`src/rtl/approx_sd_pkg.sv`:
```
package approx_sd_pkg;

  // One signed digit: value is pos - neg
  typedef struct packed {
    logic pos;
    logic neg;
  } sd_digit_t;

endpackage

```
`src/rtl/sd_cell_exact.sv`:
```
module sd_cell_exact
  import approx_sd_pkg::*;
(
  input  sd_digit_t xd,
  input  logic      yb,
  output logic      sm,
  output logic      tx
);

  always_comb begin
    sm = xd.pos ^ xd.neg ^ yb;
    // majority of (pos, ~neg, y)
    tx = (xd.pos & ~xd.neg) | (xd.pos & yb) | (~xd.neg & yb);
  end

  // the digit's value is preserved across the (transfer, local) pair
  always_comb begin
    a_r3_digit_identity: assert ((int'(xd.pos) - int'(xd.neg) + int'(yb)) ==
                                 (2 * int'(tx) - int'(sm)))
      else $error("exact cell loses value");
  end

endmodule

```
`src/rtl/sd_cell_approx.sv`:
```
module sd_cell_approx
  import approx_sd_pkg::*;
(
  input  sd_digit_t xd,
  input  logic      yb,
  output logic      sm,
  output logic      tx
);

  always_comb begin
    sm = xd.pos ^ xd.neg ^ yb;
    tx = xd.pos;
  end

  // a local mismatch only arises for triples 110 and 001
  always_comb begin
    if ((int'(xd.pos) - int'(xd.neg) + int'(yb)) != (2 * int'(tx) - int'(sm))) begin
      a_r7_error_pattern: assert ((xd.pos == xd.neg) && (yb != xd.pos))
        else $error("approximate cell error on unexpected triple");
    end
  end

endmodule

```
`src/rtl/approx_sd_adder.sv`:
```
module approx_sd_adder
  import approx_sd_pkg::*;
#(
  parameter int DIGITS       = 16,
  parameter int EXACT_DIGITS = 8
) (
  input  logic [DIGITS-1:0] a_pos,
  input  logic [DIGITS-1:0] a_neg,
  input  logic [DIGITS-1:0] b_bin,
  output logic [DIGITS:0]   sum_pos,
  output logic [DIGITS:0]   sum_neg
);

  localparam int APPROX_DIGITS = DIGITS - EXACT_DIGITS;
  localparam longint ERR_BOUND = (longint'(1) <<< (APPROX_DIGITS + 1)) - 2;

  // fixed boundary digits
  assign sum_pos[0]      = 1'b0;
  assign sum_neg[DIGITS] = 1'b0;

  for (genvar gi = 0; gi < DIGITS; gi++) begin : g_pos
    sd_digit_t dig;
    assign dig.pos = a_pos[gi];
    assign dig.neg = a_neg[gi];
    if (gi >= APPROX_DIGITS) begin : g_exact
      sd_cell_exact u_cell (
        .xd (dig),
        .yb (b_bin[gi]),
        .sm (sum_neg[gi]),
        .tx (sum_pos[gi+1])
      );
    end else begin : g_approx
      sd_cell_approx u_cell (
        .xd (dig),
        .yb (b_bin[gi]),
        .sm (sum_neg[gi]),
        .tx (sum_pos[gi+1])
      );
    end
  end

  // Whole-word value checks
  logic signed [63:0] chk_result;
  logic signed [63:0] chk_truth;

  always_comb begin
    chk_result = '0;
    chk_truth  = '0;
    for (int i = 0; i <= DIGITS; i++) begin
      chk_result = chk_result +
        ((longint'(sum_pos[i]) - longint'(sum_neg[i])) <<< i);
    end
    for (int i = 0; i < DIGITS; i++) begin
      chk_truth = chk_truth +
        ((longint'(a_pos[i]) - longint'(a_neg[i]) + longint'(b_bin[i])) <<< i);
    end
  end

  always_comb begin
    if (APPROX_DIGITS == 0) begin
      a_r6_exact_total: assert (chk_result == chk_truth)
        else $error("exact configuration result differs from sum");
    end
    a_r7_error_bound: assert ((chk_result - chk_truth <= ERR_BOUND) &&
                              (chk_truth - chk_result <= ERR_BOUND))
      else $error("approximation error beyond bound");
  end

endmodule

```
`config.mk`:
```
export PLATFORM = sky130hd
export DESIGN_NAME = approx_sd_adder
export DESIGN_NICKNAME = d
export VERILOG_FILES = /design/src/rtl/approx_sd_pkg.sv /design/src/rtl/sd_cell_exact.sv /design/src/rtl/sd_cell_approx.sv /design/src/rtl/approx_sd_adder.sv
export SDC_FILE = /design/constraint.sdc
export NUM_CORES = 1
export LEC_CHECK = 0
export BUFFER_PORTS_ARGS = -buffer_cell sky130_fd_sc_hd__buf_4
export CORE_MARGIN = 8
export CORE_UTILIZATION = 31
export DETAILED_ROUTE_END_ITERATION = 8
export PLACE_DENSITY = 0.78
export REMOVE_ABC_BUFFERS = 1
export SKIP_LAST_GASP = 1
export SYNTH_ARGS = -nofsm -noshare
export SYNTH_HDL_FRONTEND = slang
export SYNTH_SLANG_ARGS = --single-unit
```
`constraint.sdc`:
```
create_clock -name vclk -period 1
set_clock_uncertainty 0.05 [all_clocks]
set_input_delay 0.15 -clock vclk [all_inputs]
set_output_delay 0.15 -clock vclk [all_outputs]
set_load 0.02 [all_outputs]
```
Word level (Yosys, flattened, before mapping)
Cells that the tools add are included.
Operators by class
  bitwise logic cells: 80
Operators by type and width (number)
  $xor A1 B1 Y1: 32
  $and A1 B1 Y1: 24
  $or A1 B1 Y1: 16
  $not A1 Y1: 8
Storage, ports and cells
  word-level logic and storage cells: 80
  input bits: 48
  output and inout port bits: 34
  bits in registers: 0

Depth between registers and ports, before layout
  word-level depth: 4
  gate-level depth with buffers: 4
  mapped depth without buffers: 3

Hierarchy
A second synthesis with hierarchy kept.
Second synthesis, totals
  cells, all modules: 43
  area total of the unflattened synthesis: 489.2 sq um
Modules (own cells, without submodules)
  sd_cell_approx: times used 8, seq. area each 0.0 sq um, area each 31.3 sq um, cells an instance 2
  sd_cell_exact: times used 8, seq. area each 0.0 sq um, area each 27.5 sq um, cells an instance 3
  approx_sd_adder: times used 1, seq. area each 0.0 sq um, area each 18.8 sq um, cells an instance 3

Least setup slack after synthesis
Ideal clock, no wire load.
  path kind: in2out
  start: input a_neg[10]
  end: output sum_neg[10]
  stages: 4
  slack: -45 ps
  data required time: 800 ps
  arrival: 845 ps
  path buffers: 1
  cell sequence: inv_1 > fa_1 > inv_1 > buf_4
On the way
  word-level cells in the longest chain between the ends: 2
RTL lines
  start: declaration: RTL line approx_sd_adder.sv:8  | input logic [DIGITS-1:0] a_neg,
  $xor A1 B1 Y1 (2 in series): RTL line sd_cell_exact.sv:11  | sm = xd.pos ^ xd.neg ^ yb;
  end: declaration: RTL line approx_sd_adder.sv:11  | output logic [DIGITS:0] sum_neg
Every way passes these cells.

Worst setup path after layout
  start: input b_bin[14]
  end: output sum_neg[14]
On the way
  word-level cells in the longest chain between the ends: 1
RTL lines
  start: declaration: RTL line approx_sd_adder.sv:9  | input logic [DIGITS-1:0] b_bin,
  $xor A1 B1 Y1: RTL line sd_cell_exact.sv:11
Every way passes these cells.

==> flow_summary_export.csv <==
group,metric,value,unit
timing,final-max-slew-violation-count,0,
layout,n_antenna_cell,0,
worst_setup_path,cp_max_fo,1,
layout,final_common_cell,"buf_4",
floorplanning,core_area,2127,um^2
timing,fmax,0.8517,GHz
layout,nClkBuffers,0,
global_routing,grt_overflow_total,0,
layout,fin_cells,142,
route,ant_nets,0,
synthesis,synth_warnings,0,
outcome,violations,"setup timing",
synthesis,ys_seq_area_share,0,%
synthesis,synth_top_family_by_area,"buffers and inverters",
layout,area_growth,75.51,%
timing,post-route-period-util,117.4,%
global_routing,grt_pass1_vias,642,
synthesis,synth_top_cell_area_share,38.13,%
placement,gp_congestion,0.7739,
synthesis,synth-xor-area-share,28.41,%
placement,dpl.hpwl,1769,um
worst_setup_path,crit_type,"primary input to primary output",
floorplanning,initial_core_util,31.47,%
power_and_ir_drop,combinationalPowerShare,100.0,%
route,drt_iter0_drc,5,
layout,multi_input_area,370.4,um^2
timing,hold_slack,463.2,ps
synthesis,ys_top_cells_by_area,"buf_4 (38%), xor3_1 (28%), fa_1 (24%)",
placement,dp_cells,142,
timing,setup_viol,11,
synthesis,syn_inst,67,
synthesis,yosysTopAreaCell,"buf_4",
global_routing,antenna_found_initial,0,
hold_path,hold_depth,2,
route,drcViolationCount,0,
layout,layout.core_utilization,55.24,%
power_and_ir_drop,seq_power_share,0,%
worst_setup_path,worstSetupStartpointType,"primary input",
layout,nNetsFinal,172,
route,viasPerCell,3.796,
synthesis,synthSimpleGateAreaFrac,0,%
route,routed_wl,1921,um
clock_tree,hold_buffers,0,
floorplanning,io_pins,82,
global_routing,grtUsageTotal,9.067,%
route,first_pass_iters,2,
global_routing,grt_max_degree,3,
power_and_ir_drop,power.leakage,0.0006839,uW
power_and_ir_drop,p_switching,369.1,uW
worst_setup_path,cp.arrival,970,ps
timing,layout_min_cycle_time,1174,ps
route,drt-wirelength-per-cell,13.53,um
worst_setup_path,crit_path_end_kind,"primary output",
layout,seq_cells,0,
floorplanning,row_count,17,
power_and_ir_drop,p_int,482.4,uW
layout,seq_area,0,um^2
floorplanning,fp.dieH,62.47,um
placement,portBuffers,80,
power_and_ir_drop,p_per_area,724.7,nW/um^2
synthesis,synth_fa_ha_area_share,23.93,%
placement,dpl_cell_area,1054,um^2
floorplanning,dieArea,3903,um^2
hold_path,min_from,"a_pos[0]",
power_and_ir_drop,p_sw_share,43.35,%
hold_path,hold-path-endpoint,"sum_pos[1]",
synthesis,synth_cell_types,5,
layout,fin_area,1175,um^2
power_and_ir_drop,power_frac_clock,0,%
timing,hold_viol,0,
route,vias,539,
layout,drive_above_1_share,78.07,%
timing,rsz0062_at_grt,"true",
outcome,outcome,"finished with violations",
worst_setup_path,cp.required,800,ps
synthesis,synth-compound-area-share,0,%
hold_path,hp-class,"primary input to primary output",
layout,layout_common_cells,"buf_4 (51), buf_6 (29), inv_1 (12)",
synthesis,syn-cell-area,669.4,um^2
layout,nFillCells,200,
floorplanning,die_w,62.47,um
timing,fin_ws,-174.1,ps
synthesis,synth_area_per_cell,9.991,um^2
synthesis,synthMuxAreaShare,0,%
power_and_ir_drop,ir_worst_vdd,0.4294,mV
job,cap_violations,0,
power_and_ir_drop,finalPower,851.4,uW
global_routing,grt_first_pass_wirelength,2987,um
-- routing by layer --
metal	vias to the layer above	wire (um)	GRT usage, %
li1	251	-	-
met1	242	468	7.195
met2	46	1108	18.24
met3	0	344	6.452
met4	0	0	0
met5	-	0	0
-- logic make-up (layout without fill, tap and decap cells) --
kind of cell,Yosys count,after routing
xor gates and xnor gates,8,8
adders and majority gates,8,8
buffers and inverters,50,96
other,1,2
-- power groups by stage --
stage | Clock, uW | Combinational (uW) | Sequential (uW)
3_5_place_dp | 0 | 761 | 0
4_1_cts | 0 | 836 | 0
2_1_floorplan | 0 | 346 | 0
5_1_grt | 0 | 911 | 0
6_report | 0 | 851 | 0
3_3_place_gp | 0 | 747 | 0
-- area by class of cell --
class,count,share of cell area (%)
repair buffers,80,60.38
inverters,16,5.112
well taps,28,2.982
multi-input cells,18,31.52
-- worst max path at each step --
stage                        endpoint  depth (start not counted)      start
after detailed placement  sum_neg[10]                          4  a_pos[10]
after floorplan           sum_neg[10]                          3  a_neg[10]
after global placement    sum_neg[11]                          4  a_pos[11]
after global routing      sum_neg[11]                          4  b_bin[11]
final                     sum_neg[14]                          4  b_bin[14]
after CTS                 sum_neg[10]                          4  b_bin[10]
-- synth_stat cells --
master   n
xor3_1   8
fa_1     8
buf_4   34
conb_1   1
inv_1   16
-- worst max-delay path, stage by stage --
cell	delay [ps]
buf_6	100
fa_2	560
inv_1	50
buf_6	120
-- metrics by stage --
| stage | setup TNS [ps] | setup WS, ps |
|---|---|---|
| after floorplan | 0 | 30.40 |
| after global placement | -1660 | -187.9 |
| after detailed placement | -1754 | -190.1 |
| after CTS | -1249 | -150.5 |
| after global routing | -1488 | -181.8 |
| final | -1252 | -174.1 |
-- what timing repair did --
item                                    in CTS  in global routing
pin swaps                                    8                  7
setup buffers                                0                  0
resized for setup                           24                 14
hold endpoints to repair                     0                  0
endpoints found under the setup margin      16                 19
Power figures use the tool's default switching activity.
